### src/rtl/uart_ctl_pkg.sv
package uart_ctl_pkg;

    localparam int CTL_W    = 8;
    localparam int IDX_W    = $clog2(CTL_W);
    localparam int N_UNITS  = 2;

    localparam int B_PWR    = 7;
    localparam int B_TXE    = 6;
    localparam int B_RXE    = 5;
    localparam int B_ORDER  = 4;
    localparam int B_PAR_HI = 3;
    localparam int B_PAR_LO = 2;
    localparam int B_LEN    = 1;
    localparam int B_STOP   = 0;

    typedef enum logic [2:0] {
        Q_OFF = 3'd0,
        Q_ARM = 3'd1,
        Q_ON  = 3'd2,
        Q_DR0 = 3'd3,
        Q_DR1 = 3'd4
    } qual_state_e;

endpackage

### src/rtl/uart_ctl_reg.sv
module uart_ctl_reg
    import uart_ctl_pkg::*;
#(
    parameter logic [CTL_W-1:0] RESET_VAL = 8'h10
) (
    input  logic             clk,
    input  logic             rst_n,
    input  logic             wr_en,
    input  logic             wr_byte,
    input  logic [CTL_W-1:0] wr_data,
    input  logic [IDX_W-1:0] wr_bit_idx,
    input  logic             wr_bit_val,
    output logic [CTL_W-1:0] ctl_q
);

    logic [CTL_W-1:0] ctl_d;

    always_comb begin
        ctl_d = ctl_q;
        if (wr_en) begin
            if (wr_byte) ctl_d = wr_data;
            else         ctl_d[wr_bit_idx] = wr_bit_val;
        end
    end

    always_ff @(posedge clk or negedge rst_n) begin
        if (!rst_n) ctl_q <= RESET_VAL;
        else        ctl_q <= ctl_d;
    end

    generate
        for (genvar b = 0; b < CTL_W; b++) begin : g_bitchk
            AST_BIT_WRITE_LOCAL: assert property (@(posedge clk) disable iff (!rst_n)
                (wr_en && !wr_byte && wr_bit_idx != IDX_W'(b)) |=> $stable(ctl_q[b]));
        end
    endgenerate

endmodule

### src/rtl/uart_en_qual.sv
module uart_en_qual
    import uart_ctl_pkg::*;
(
    input  logic clk,
    input  logic arst_n,
    input  logic tick,
    input  logic en,
    output logic en_q
);

    qual_state_e state, state_nx;

    always_ff @(posedge clk or negedge arst_n) begin
        if (!arst_n) state <= Q_OFF;
        else         state <= state_nx;
    end

    always_comb begin
        state_nx = state;
        unique case (state)
            Q_OFF: if (en && tick) state_nx = Q_ARM;
            Q_ARM: begin
                if (!en)       state_nx = Q_OFF;
                else if (tick) state_nx = Q_ON;
            end
            Q_ON:  if (!en) state_nx = Q_DR0;
            Q_DR0: begin
                if (en)        state_nx = Q_ON;
                else if (tick) state_nx = Q_DR1;
            end
            Q_DR1: begin
                if (en)        state_nx = Q_ON;
                else if (tick) state_nx = Q_OFF;
            end
            default: state_nx = Q_OFF;
        endcase
    end

    always_comb begin
        en_q = (state == Q_ON) && en;
    end

    AST_OFF_NEEDS_TICK: assert property (@(posedge clk) disable iff (!arst_n)
        (state == Q_OFF && !tick) |=> (state == Q_OFF));
    AST_ARM_NEEDS_TICK: assert property (@(posedge clk) disable iff (!arst_n)
        (state == Q_ARM && !tick) |=> (state != Q_ON));
    AST_SHORT_CLEAR_RESUMES: assert property (@(posedge clk) disable iff (!arst_n)
        ((state == Q_DR0 || state == Q_DR1) && en) |=> (state == Q_ON));
    AST_QUAL_DROPS_WITH_EN: assert property (@(posedge clk) disable iff (!arst_n)
        !en |-> !en_q);

endmodule

### src/rtl/uart_chan_ctl.sv
module uart_chan_ctl
    import uart_ctl_pkg::*;
#(
    parameter logic [CTL_W-1:0] RESET_VAL = 8'h10
) (
    input  logic             clk,
    input  logic             rst_n,
    input  logic             base_tick,
    input  logic             wr_en,
    input  logic             wr_byte,
    input  logic [CTL_W-1:0] wr_data,
    input  logic [IDX_W-1:0] wr_bit_idx,
    input  logic             wr_bit_val,
    output logic [CTL_W-1:0] rd_data,
    input  logic             idle_inv,
    input  logic             rx_start_raw,
    output logic             rx_start_ok,
    output logic             unit_rst_n,
    output logic             tx_en_q,
    output logic             rx_en_q,
    output logic             txd_hold,
    output logic             txd_idle_level,
    output logic             cfg_lsb_first,
    output logic [1:0]       cfg_parity,
    output logic             cfg_len8,
    output logic             cfg_stop2
);

    logic [CTL_W-1:0]   ctl;
    logic               pwr;
    logic [N_UNITS-1:0] unit_en;
    logic [N_UNITS-1:0] unit_en_q;

    uart_ctl_reg #(.RESET_VAL(RESET_VAL)) reg_i (
        .clk        (clk),
        .rst_n      (rst_n),
        .wr_en      (wr_en),
        .wr_byte    (wr_byte),
        .wr_data    (wr_data),
        .wr_bit_idx (wr_bit_idx),
        .wr_bit_val (wr_bit_val),
        .ctl_q      (ctl)
    );

    always_comb begin
        pwr        = ctl[B_PWR];
        unit_rst_n = rst_n & pwr;
        unit_en[0] = ctl[B_TXE];
        unit_en[1] = ctl[B_RXE];
    end

    generate
        for (genvar u = 0; u < N_UNITS; u++) begin : g_unit
            uart_en_qual qual_i (
                .clk    (clk),
                .arst_n (unit_rst_n),
                .tick   (base_tick),
                .en     (unit_en[u]),
                .en_q   (unit_en_q[u])
            );
        end
    endgenerate

    always_comb begin
        rd_data        = ctl;
        tx_en_q        = unit_en_q[0];
        rx_en_q        = unit_en_q[1];
        rx_start_ok    = rx_start_raw & unit_en_q[1];
        txd_hold       = ~pwr;
        txd_idle_level = ~idle_inv;
        cfg_lsb_first  = ctl[B_ORDER];
        cfg_parity     = ctl[B_PAR_HI:B_PAR_LO];
        cfg_len8       = ctl[B_LEN];
        cfg_stop2      = ctl[B_STOP];
    end

    AST_POWER_OFF_QUIET: assert property (@(posedge clk) disable iff (!rst_n)
        !rd_data[B_PWR] |-> (!tx_en_q && !rx_en_q && !unit_rst_n));
    AST_START_NEEDS_QUAL: assert property (@(posedge clk) disable iff (!rst_n)
        (rx_start_raw && !rx_en_q) |-> !rx_start_ok);

endmodule

### config.mk
export PLATFORM = sky130hd
export DESIGN_NAME = uart_chan_ctl
export DESIGN_NICKNAME = d
export VERILOG_FILES = /design/src/rtl/uart_ctl_pkg.sv /design/src/rtl/uart_ctl_reg.sv /design/src/rtl/uart_en_qual.sv /design/src/rtl/uart_chan_ctl.sv
export SDC_FILE = /design/constraint.sdc
export NUM_CORES = 1
export LEC_CHECK = 0
export ABC_CLOCK_PERIOD_IN_PS = 1100
export BUFFER_PORTS_ARGS = -buffer_cell sky130_fd_sc_hd__buf_4
export CORE_UTILIZATION = 40
export CTS_BUF_LIST = sky130_fd_sc_hd__clkbuf_16
export DETAILED_ROUTE_END_ITERATION = 10
export GPL_TIMING_DRIVEN = 0
export HOLD_SLACK_MARGIN = 0.15
export PLACE_DENSITY = 0.72
export SYNTH_ARGS = -nofsm -noshare
export SYNTH_HDL_FRONTEND = slang
export SYNTH_SLANG_ARGS = --single-unit
### constraint.sdc
create_clock -name clk -period 1.1 [get_ports clk]
set_clock_uncertainty 0.2 [all_clocks]
set_input_delay 0.165 -clock clk [delete_from_list [all_inputs] [get_ports clk]]
set_output_delay 0.165 -clock clk [all_outputs]
set_load 0.02 [all_outputs]
==> results of run 1 <==
==> power by group <==
part | internal [W] | switching (W)
clock | 0.000481 | 0.000209
sequential | 0.000658 | 0.000156
combinational | 0.000855 | 0.000613
==> worst max-delay path: cells and delay by family (launching register included) <==
kind          cells  cell delay, ns
flops             1            0.42
simple gates      2            0.47
buf+inv           1            0.10
==> cells in the final DEF (no fill, tap or decap), types with 2 or more instances in the layout <==
cell           Yosys  layout
nand2_1            7       4
buf_2              4       3
nand4bb_1          2       2
o22ai_1            4       3
nor3_1             5       4
mux2i_1            2       2
a211oi_2           0       3
and2_4             0       2
nand3_1            4       4
nand2_2            1       3
buf_6              0      33
nor2_1             5       5
inv_1              3       2
buf_4              7      26
a21oi_1            5       2
dfrtp_2            0       8
a21oi_2            0       3
clkbuf_16          0       3
nand2b_1           3       3
nor2b_1            2       2
o211ai_1           3       3
dlygate4sd3_1      0       4
a32oi_1            3       3
dfrtp_1           13       5
inv_2              1       2
o21ai_1            2       2
==> per-stage QoR <==
step	hold slack, ns	setup TNS [ns]	instance area [um^2]	util [%]
2_1_floorplan	-0.331	-0.953	893	-
3_3_place_gp	-0.203	-2.09	1190	59.4
3_5_place_dp	-0.198	-2.52	1190	59.4
4_1_cts	-0.459	-4.85	1580	78.8
5_1_grt	-0.454	-6.10	1630	81.5
6_report	-0.460	-5.18	1630	81.5
==> state kept, by name (all words and copies together) (netlist names) <==
signal / count
reg_i.ctl_q: 8
g_unit.qual_i.state: 6
==> area by class of cell <==
class,instances,share of cell area (%)
Buffer,10,5.75
Clock buffer,3,4.60
Clock inverter,1,0.230
Inverter,4,0.920
Multi-Input combinational cell,65,31.9
Sequential cell,14,22.2
Tap cell,27,2.07
Timing Repair Buffer,56,32.4
==> timing repair <==
| item | in CTS | in global routing |
|---|---|---|
| setup endpoints to repair | 25 | 31 |
| cloned | 0 | 0 |
| buffers inserted | 15 | 3 |
| pin swaps | 3 | 8 |
| resized for setup | 45 | 14 |
| endpoints found under the hold margin | 26 | 25 |
==> per-layer routing <==
metal / GRT usage, % / up-vias
met5: 0 / -
met4: 9.80 / 0
met3: 5.03 / 4
met2: 42.7 / 41
met1: 27.2 / 472
li1: - / 467
==> logic make-up after synthesis <==
group	share of synthesized area, %
and+or+nand+nor	26.9
buffers and inverters	10.2
DFF	40.8
muxes	2.32
AOI/OAI and AO/OA	19.9
==> worst max path at each step <==
stage	start	to	slack, ns
after floorplan	g_unit[1].qual_i.state[1]	rx_start_ok	-0.37
after global placement	reg_i.ctl_q[5]	rx_start_ok	-0.29
after detailed placement	reg_i.ctl_q[5]	rx_start_ok	-0.30
after CTS	g_unit[1].qual_i.state[0]	rx_start_ok	-0.49
after global routing	g_unit[1].qual_i.state[0]	rx_start_ok	-0.56
final	g_unit[1].qual_i.state[0]	rx_start_ok	-0.51
==> metrics.md, run 1 <==
| Metric | Value |
|---|---|
| First-pass GRT wire length | 4300 um |
| Pin count of the biggest net entering global routing | 11 |
| Syn avg cell area | 9.17 um^2 |
| HPWL Detailed | 1530 um |
| CTS Buffer Depth | 2 |
| Crit. End Element | primary output |
| Hold slack | -0.460 ns |
| Layout cells sized above 1 | 62.7% |
| Core area | 0.00200 mm^2 |
| Die area | 0.00234 mm^2 |
| Endpoints failing hold | 15 |
| Seq. cell area | 362 um^2 |
| Slew @ Worst Pin | 0.317 ns |
| Crit share post-route | 146% |
| Reg2reg setup slack | -0.42 ns |
| Area of the multi-input gates | 520 um^2 |
| GRT overflow | 0 |
| Placement Setup Slack | -0.300 ns |
| Crit-path max FO | 2 |
| Count leader, synth | dfrtp_1 |
| Post-route insts no fill | 180 |
| Starting DRT DRC Count | 14 |
| Static Leak | 0.740 nW |
| Ys flop type | dfrtp_1 |
| Worst R2R Path Depth | 6 |
| Gr usage total | 23.8% |
| Minimum clock period | 1.61 ns |
| Fillers | 121 |
| Area growth syn-to-layout | 89.3% |
| Pwr/cell area | 1820 mW/mm^2 |
| Clk_lat worst skew | 0.24 ns |
| Worst setup margin | -0.505 ns |
| Synth top area cells | dfrtp_1 38%, buf_4 6.1%, dfstp_2 3.0% |
| Net Count, Synth | 113 |
| Worst reg2reg path startpoint | g_unit[1].qual_i.state[0] |
| Vias | 984 |
| Drt total wl | 2540 um |
| Status | finished, violations left |
| Async S/R FF share, synth | 100% |
| Failing checks | negative hold slack, negative setup slack |
| Slew Viols, Final | 0 |
| Post-Route M1 WL | 1070 um |
| Yosys top cell area share | 37.7% |
| Initial Utilization | 43.1% |
| IO Pins | 38 |
| Fraction of the yosys area taken by sequential cells | 40.8% |
| Dpl cells | 156 |
| Netlist Area Pre-Place | 862 um^2 |
| Cells after Synth | 94 |
| Synth unique cells | 34 |
| Drt pass-1 iters | 4 |
| Vias in the first global route | 993 |
| Pwr Total | 0.00297 W |
| Clock transition at path regs | 0.05 ns |
| Yosys top cell by area | dfrtp_1 |
| Port-buffer cells | 35 |
| Reg-to-reg endpoint | g_unit[1].qual_i.state[2] |
| Metal3 WL | 121 um |
| Synth Warn # | 0 |
| N_diodes | 0 |
| Highest routed layer | met4 |
| FMAX | 623 MHz |
| EDFF count, synth | 0 |
| Slowest cell on the critical path | dfrtp_2 |
| Post-DRT Antenna Nets | 0 |
| Vias per cell | 5.47 |
| CTS buffer count | 3 |
| RSZ-0062 raised after global routing | true |
| Hold crit path type | input pin to asynchronous set/reset pin |
| CP peak stage delay | 0.42 ns |
| Root buffer cell | clkbuf_16 |
| Initial antenna violation count | 0 |
| Top post-synthesis cells by count | 13 x dfrtp_1, 7 x buf_4, 7 x nand2_1 |
| Max-Cap Viols | 0 |
| Met2 Wirelength | 1320 um |
| Drt wl/cell | 14.1 um |
| CP Class | register to primary output |
| Synthesis-stage register bit count | 14 |
| Worst VDD drop | 1320 uV |
| Startpoint types | register |
| CTS tree | yes |
| Crit path cell chain | nor4b_4 -> and2_4 -> buf_6 |
| Nets | 173 |
| DRC | 0 |
| CP Data Arrival Time | 1.24 ns |
| CTS HTree Levels | 1 |
| Slew margin rel. | 78.6% |
| WP data required | 0.73 ns |
| Clock Sink Count | 14 |
| Final setup viols | 28 |
| Std-Cell Rows | 16 |
| CTS Hold Bufs | 4 |
| Chip height | 48.4 um |
| Routability cong. | 0.833 |
| DIE WIDTH | 48.4 um |
No activity file was read; power rests on OpenSTA's default activity.
==> inputs of run 2 (changes only) <==
- RECOVER_POWER: unset -> 25
==> run 2 against run 1 <==
Compared with the run above: the flow still finishes with violations (negative hold slack, negative setup slack); hold slack better by 0.14 ns; non-clock buffer count is the same; worst setup slack is essentially flat; final cell count is the same; final area decreased by 0.23%; sequential power is essentially flat; register-to-register slack hardly changed; sequential share of layout area up 0.051 points; critical path type unchanged; largest cell class unchanged; highest routed layer unchanged.
==> metrics.md, run 2 (synthesis gave the netlist of run 1 again) <==
| Metric | Value |
|---|---|
| DIE WIDTH | 48.4 um (unchanged) |
| Switching portion of total power | 32.9% (about the same) |
| Top reg by flops | reg_i.ctl_q (unchanged) |
| GRT overflow | 0 (unchanged) |
| CTS Hold Bufs | 4 (unchanged) |
| Hold slack | -0.323 ns (was -0.460 ns) |
| Chip height | 48.4 um (unchanged) |
| Slew margin rel. | 63.8% (was 78.6%) |
| CP peak stage delay | 0.42 ns (about the same) |
| RSZ-0062 raised after global routing | true (unchanged) |
| Post-route insts no fill | 180 (unchanged) |
| Minimum clock period | 1.61 ns (about the same) |
| HPWL Detailed | 1530 um (unchanged) |
| N_diodes | 0 (unchanged) |
| Area growth syn-to-layout | 88.8% (was 89.3%) |
| Max-Cap Viols | 0 (unchanged) |
| Failing checks | negative hold slack, negative setup slack (unchanged) |
| Clock Sink Count | 14 (unchanged) |
| CP endpoint | rx_start_ok (unchanged) |
| Static Leak | 0.736 nW (was 0.740 nW) |
| Routability cong. | 0.833 (unchanged) |
| Gr usage total | 23.8% (unchanged) |
| Int Pwr | 0.00199 W (about the same) |
| Slew @ Worst Pin | 0.543 ns (was 0.317 ns) |
| Worst reg2reg path startpoint | g_unit[1].qual_i.state[0] (unchanged) |
| Comb power frac | 49.4% (about the same) |
| Crit. End Element | primary output (unchanged) |
| Design area | 0.00163 mm^2 (about the same) |
| Clock transition at path regs | 0.05 ns (about the same) |
| Final setup viols | 28 (unchanged) |
| Root buffer cell | clkbuf_16 (unchanged) |
| Starting DRT DRC Count | 14 (unchanged) |
| Worst VDD drop | 1320 uV (about the same) |
| Vias | 984 (unchanged) |
| Reg2reg setup slack | -0.42 ns (about the same) |
| Commonest non-fill, non-tap cell in the layout | buf_6 (unchanged) |
| CP Class | register to primary output (unchanged) |
| Power share of the clock group | 23.2% (about the same) |
| Port-buffer cells | 35 (unchanged) |
| Worst setup margin | -0.505 ns (about the same) |
| Die area | 0.00234 mm^2 (unchanged) |
| Slowest cell on the critical path | dfrtp_2 (unchanged) |
| Crit-path max FO | 2 (unchanged) |
| Std-Cell Rows | 16 (unchanged) |
| IO Pins | 38 (unchanged) |
| FMAX | 623 MHz (about the same) |
| CP Data Arrival Time | 1.24 ns (about the same) |
| Reg-to-reg endpoint | g_unit[1].qual_i.state[2] (unchanged) |
| Initial antenna violation count | 0 (unchanged) |
| Pwr Total | 0.00297 W (about the same) |
| Vias in the first global route | 993 (unchanged) |
| Initial Utilization | 43.1% (unchanged) |
| Hold crit path type | input pin to asynchronous set/reset pin (unchanged) |
| Crit path depth | 3 (unchanged) |
| Share of power burned in registers | 27.4% (about the same) |
| Drt pass-1 iters | 4 (unchanged) |
| Placed cell area | 0.00119 mm^2 (unchanged) |
| CTS buffer count | 3 (unchanged) |
| Startpoint types | register (unchanged) |
| Slew Viols, Final | 0 (unchanged) |
| Status | finished, violations left (unchanged) |
| Layout cells sized above 1 | 62.1% (was 62.7%) |
| Drt wl/cell | 14.1 um (about the same) |
| Largest delay share family, worst path | simple AND/OR/NAND/NOR gates (unchanged) |
| Max reg flops | 8 (unchanged) |
| P_sw | 0.000977 W (was 0.000978 W) |
| Pin count of the biggest net entering global routing | 11 (unchanged) |
| WP data required | 0.73 ns (about the same) |
| CTS HTree Levels | 1 (unchanged) |
| Dpl cells | 156 (unchanged) |
| Core area | 0.00200 mm^2 (unchanged) |
| Endpoints failing hold | 8 (was 15) |
| Drt total wl | 2530 um (was 2540 um) |
| Post-DRT Antenna Nets | 0 (unchanged) |
| Worst R2R Path Depth | 6 (unchanged) |
| Vias per cell | 5.47 (unchanged) |
| Crit share post-route | 146% (about the same) |
| CTS tree | yes (unchanged) |
| Crit. Startpoint | g_unit[1].qual_i.state[0] (unchanged) |
| Biggest regs | reg_i.ctl_q (8), g_unit.qual_i.state (6) (unchanged) |
| Commonest cells after routing, fill and taps aside | 33 x buf_6, 25 x buf_4, 8 x dfrtp_2, 5 x nor2_1, 5 x dfrtp_1 (was 33 x buf_6, 26 x buf_4, 8 x dfrtp_2, 5 x nor2_1, 5 x dfrtp_1) |
| DRC | 0 (unchanged) |
| Buf/Inv on CP | 1 (unchanged) |
| Pwr/cell area | 1820 mW/mm^2 (about the same) |
| Crit path cell chain | nor4b_4 -> and2_4 -> buf_6 (unchanged) |
| Clk_lat worst skew | 0.24 ns (about the same) |
| CTS Buffer Depth | 2 (unchanged) |
| Nets | 173 (unchanged) |
| First-pass GRT wire length | 4300 um (unchanged) |
-- run 2: worst reg2reg max path, stage by stage, from the launching register on --
cell and delay, ns:
dfrtp_2 0.38, buf_4 0.12, buf_6 0.08, buf_6 0.10, nand2_4 0.06, or3_4 0.38, a21oi_2 0.12
-- run 2: how the worst min path moves through the flow --
| stage | slack, ns | cells past startpoint | start | end |
|---|---|---|---|---|
| 2_1_floorplan | -0.33 | 0 | rst_n | reg_i.ctl_q[0] |
| 3_3_place_gp | -0.20 | 1 | rst_n | reg_i.ctl_q[2] |
| 3_5_place_dp | -0.20 | 1 | rst_n | reg_i.ctl_q[3] |
| 4_1_cts | -0.46 | 1 | rst_n | reg_i.ctl_q[2] |
| 5_1_grt | -0.28 | 1 | rst_n | reg_i.ctl_q[2] |
| 6_report | -0.32 | 1 | rst_n | reg_i.ctl_q[3] |
-- run 2: cell type report --
type,count,area [um^2]
Multi-Input combinational cell,65,520
Sequential cell,14,362
Clock buffer,3,75.1
Fill cell,123,374
Clock inverter,1,3.75
Timing Repair Buffer,56,524
Inverter,4,15.0
Tap cell,27,33.8
Buffer,10,93.8
-- run 2: repair_timing --
action                                 in CTS  in global routing
gates resized for setup                    45                 14
endpoints found under the hold margin      26                 25
setup endpoints to repair                  25                 31
pin swaps                                   3                  8
buffers inserted                           15                  3
-- run 2: power groups by stage --
stage	registers, W	clock network (W)	logic, W
3_5_place_dp	0.000842	0	0.000838
4_1_cts	0.000802	0.000700	0.00132
5_1_grt	0.000834	0.000734	0.00156
3_3_place_gp	0.000833	0	0.000821
2_1_floorplan	0.000842	0	0.000522
6_report	0.000814	0.000689	0.00147
-- run 2: through the flow --
stage                     utilization, %  TNS, ns  worst slack, ns
after floorplan                        -   -0.953           -0.373
after global placement              59.4    -2.09           -0.290
after detailed placement            59.4    -2.52           -0.300
after CTS                           78.8    -4.85           -0.492
after global routing                81.3    -6.21           -0.559
final                               81.3    -5.20           -0.505
-- run 2: metal layers --
metal | global-route usage [%] | share of wire, % | vias up
li1 | - | - | 467
met1 | 27.2 | 42 | 472
met2 | 42.7 | 52 | 41
met3 | 5.03 | 4.6 | 4
met4 | 9.80 | 1.3 | 0
met5 | 0 | 0 | -
==> inputs of run 3 (changes only) <==
- CORE_ASPECT_RATIO: unset -> 1.1
- CORE_UTILIZATION: 40 -> 39
- HOLD_SLACK_MARGIN: 0.15 -> unset
- PLACE_DENSITY: 0.72 -> 0.71
==> run 3 against run 2 <==
Compared with the run above: the run still ends with negative hold slack, negative setup slack left; combinational power barely moved; total power barely moved; via count rose by 1.6%; wire length rose by 12%; global-route usage rose by 1.0 points; die area rose by 2.5%; fmax barely moved; utilization fell by 2.1 points; sequential cell count did not move; first-iteration DRC count rose by 71%; critical endpoint unchanged.
==> metrics.md, run 3 (synthesis gave the netlist of run 1 again) <==
| Metric | Value |
|---|---|
| Gr usage total | 24.8% (was 23.8%) |
| Initial Utilization | 42.2% (was 43.1%) |
| Clk_lat worst skew | 0.24 ns (about the same) |
| Chip height | 51.3 um (was 48.4 um) |
| DRC | 0 (unchanged) |
| Commonest cells after routing, fill and taps aside | 33 x buf_6, 27 x buf_4, 7 x dfrtp_2, 6 x dfrtp_1 (was 33 x buf_6, 25 x buf_4, 8 x dfrtp_2, 5 x nor2_1, 5 x dfrtp_1) |
| CP Class | register to primary output (unchanged) |
| CTS Buffer Depth | 2 (unchanged) |
| Slew Viols, Final | 0 (unchanged) |
| Endpoints failing hold | 8 (unchanged) |
| Pin count of the biggest net entering global routing | 11 (unchanged) |
| Drt total wl | 2850 um (was 2530 um) |
| IO Pins | 38 (unchanged) |
| Placed cell area | 0.00119 mm^2 (about the same) |
| CTS tree | yes (unchanged) |
| Minimum clock period | 1.61 ns (about the same) |
| Vias | 1000 (was 984) |
| Std-Cell Rows | 17 (was 16) |
| Commonest non-fill, non-tap cell in the layout | buf_6 (unchanged) |
| Slew margin rel. | 73.5% (was 63.8%) |
| Core area | 0.00204 mm^2 (was 0.00200 mm^2) |
| HPWL Detailed | 1500 um (was 1530 um) |
| Vias per cell | 5.49 (was 5.47) |
| CTS buffer count | 3 (unchanged) |
| GRT overflow | 0 (unchanged) |
| RSZ-0062 raised after global routing | true (unchanged) |
| Hold slack | -0.0222 ns (was -0.323 ns) |
| Routability cong. | 0.815 (was 0.833) |
| Max reg flops | 8 (unchanged) |
| Crit-path max FO | 3 (was 2) |
| Port-buffer cells | 35 (unchanged) |
| Starting DRT DRC Count | 24 (was 14) |
| CP Data Arrival Time | 1.24 ns (about the same) |
| Comb power frac | 49.7% (was 49.4%) |
| First-pass GRT wire length | 4310 um (was 4300 um) |
| FMAX | 623 MHz (about the same) |
| Clock transition at path regs | 0.05 ns (about the same) |
| Worst setup margin | -0.506 ns (was -0.505 ns) |
| Top reg by flops | reg_i.ctl_q (unchanged) |
| Root buffer cell | clkbuf_16 (unchanged) |
| Int Pwr | 0.00198 W (was 0.00199 W) |
| P_sw | 0.000993 W (was 0.000977 W) |
| Biggest regs | reg_i.ctl_q (8), g_unit.qual_i.state (6) (unchanged) |
| Crit. End Element | primary output (unchanged) |
| Status | finished, violations left (unchanged) |
| Fin util | 79.2% (was 81.3%) |
| Clock Sink Count | 14 (unchanged) |
| Share of power burned in registers | 27.3% (was 27.4%) |
| Area growth syn-to-layout | 87.7% (was 88.8%) |
| Nets | 174 (was 173) |
| Static Leak | 0.742 nW (was 0.736 nW) |
| Die area | 0.00240 mm^2 (was 0.00234 mm^2) |
| Drt pass-1 iters | 4 (unchanged) |
| Startpoint types | register (unchanged) |
| Vias in the first global route | 1050 (was 993) |
| Pwr/cell area | 1830 mW/mm^2 (was 1820 mW/mm^2) |
| Hold crit path type | input pin to asynchronous set/reset pin (unchanged) |
| N_diodes | 0 (unchanged) |
| Power share of the clock group | 23.0% (was 23.2%) |
| Switching portion of total power | 33.4% (was 32.9%) |
| Drt wl/cell | 15.6 um (was 14.1 um) |
| Post-DRT Antenna Nets | 0 (unchanged) |
| Failing checks | negative hold slack, negative setup slack (unchanged) |
| Final setup viols | 27 (was 28) |
| Initial antenna violation count | 0 (unchanged) |
| Design area | 0.00162 mm^2 (was 0.00163 mm^2) |
| Crit share post-route | 146% (about the same) |
| Layout cells sized above 1 | 59.7% (was 62.1%) |
| Worst R2R Path Depth | 3 (was 6) |
| CTS HTree Levels | 1 (unchanged) |
| Max-Cap Viols | 0 (unchanged) |
| DIE WIDTH | 46.8 um (was 48.4 um) |
| Worst VDD drop | 1600 uV (was 1320 uV) |
| WP data required | 0.73 ns (about the same) |
| Slew @ Worst Pin | 0.396 ns (was 0.543 ns) |
run 3: final timing paths:
| path | endpoint | start | slack (ns) |
|---|---|---|---|
| setup / recovery | rx_start_ok | g_unit[1].qual_i.state[1] | -0.51 |
| hold / removal | g_unit[1].qual_i.state[0] | rst_n | -0.02 |
| setup reg to reg | g_unit[0].qual_i.state[2] | g_unit[0].qual_i.state[1] | -0.32 |
| hold reg to reg | reg_i.ctl_q[4] | reg_i.ctl_q[4] | 0.33 |
| max in group asynchronous | g_unit[1].qual_i.state[2] | reg_i.ctl_q[7] | 0.05 |
| min in group clk | reg_i.ctl_q[4] | wr_data[4] | 0 |
run 3: what timing repair did:
action	CTS	global route
setup buffers	15	7
resized for setup	41	18
hold buffers	1	1
setup endpoints to repair	24	31
endpoints found under the hold margin	18	8
pin swaps	8	16
run 3: critical path, cell delays in order (launching register included):
cell and delay, ns:
dfrtp_1 0.36, inv_2 0.06, nor4b_4 0.29, and2_4 0.18
buf_6 0.11
run 3: metal layers:
metal / global-route usage, % / share of wire, % / vias to the layer above
li1: - / - / 464
met1: 25.4 / 38 / 485
met5: 0 / 0 / -
met2: 48.6 / 56 / 49
met3: 3.89 / 5.1 / 2
met4: 6.67 / 0.42 / 0
run 3: final cells by class:
| class | instances | area [um^2] |
|---|---|---|
| buffer | 11 | 104 |
| timing repair buffer | 56 | 515 |
| tap | 28 | 35.0 |
| inverter | 4 | 15.0 |
| clock buffer | 3 | 75.1 |
| multi-input combinational | 65 | 509 |
| clock inverter | 1 | 3.75 |
| fill | 146 | 424 |
| sequential | 14 | 360 |
run 3: power groups by stage:
stage	clock [W]	combinational (W)	sequential, W
after floorplan	0	0.000522	0.000842
after global placement	0	0.000821	0.000832
after detailed placement	0	0.000836	0.000839
after CTS	0.000692	0.00129	0.000790
after global routing	0.000726	0.00156	0.000824
final	0.000683	0.00148	0.000810
run 3: metrics by stage:
stage / power, W / hold WS (ns) / setup slack [ns] / setup TNS (ns) / std cells
finish: 0.00297 / -0.0222 / -0.506 / -4.98 / 182
global route: 0.00311 / -0.000677 / -0.554 / -5.88 / 182
CTS: 0.00277 / -0.457 / -0.505 / -4.60 / 177
detailed placement: 0.00168 / -0.202 / -0.298 / -2.35 / 157
global placement: 0.00165 / -0.206 / -0.284 / -2.11 / 157
floorplan: 0.00136 / -0.331 / -0.373 / -0.953 / 94
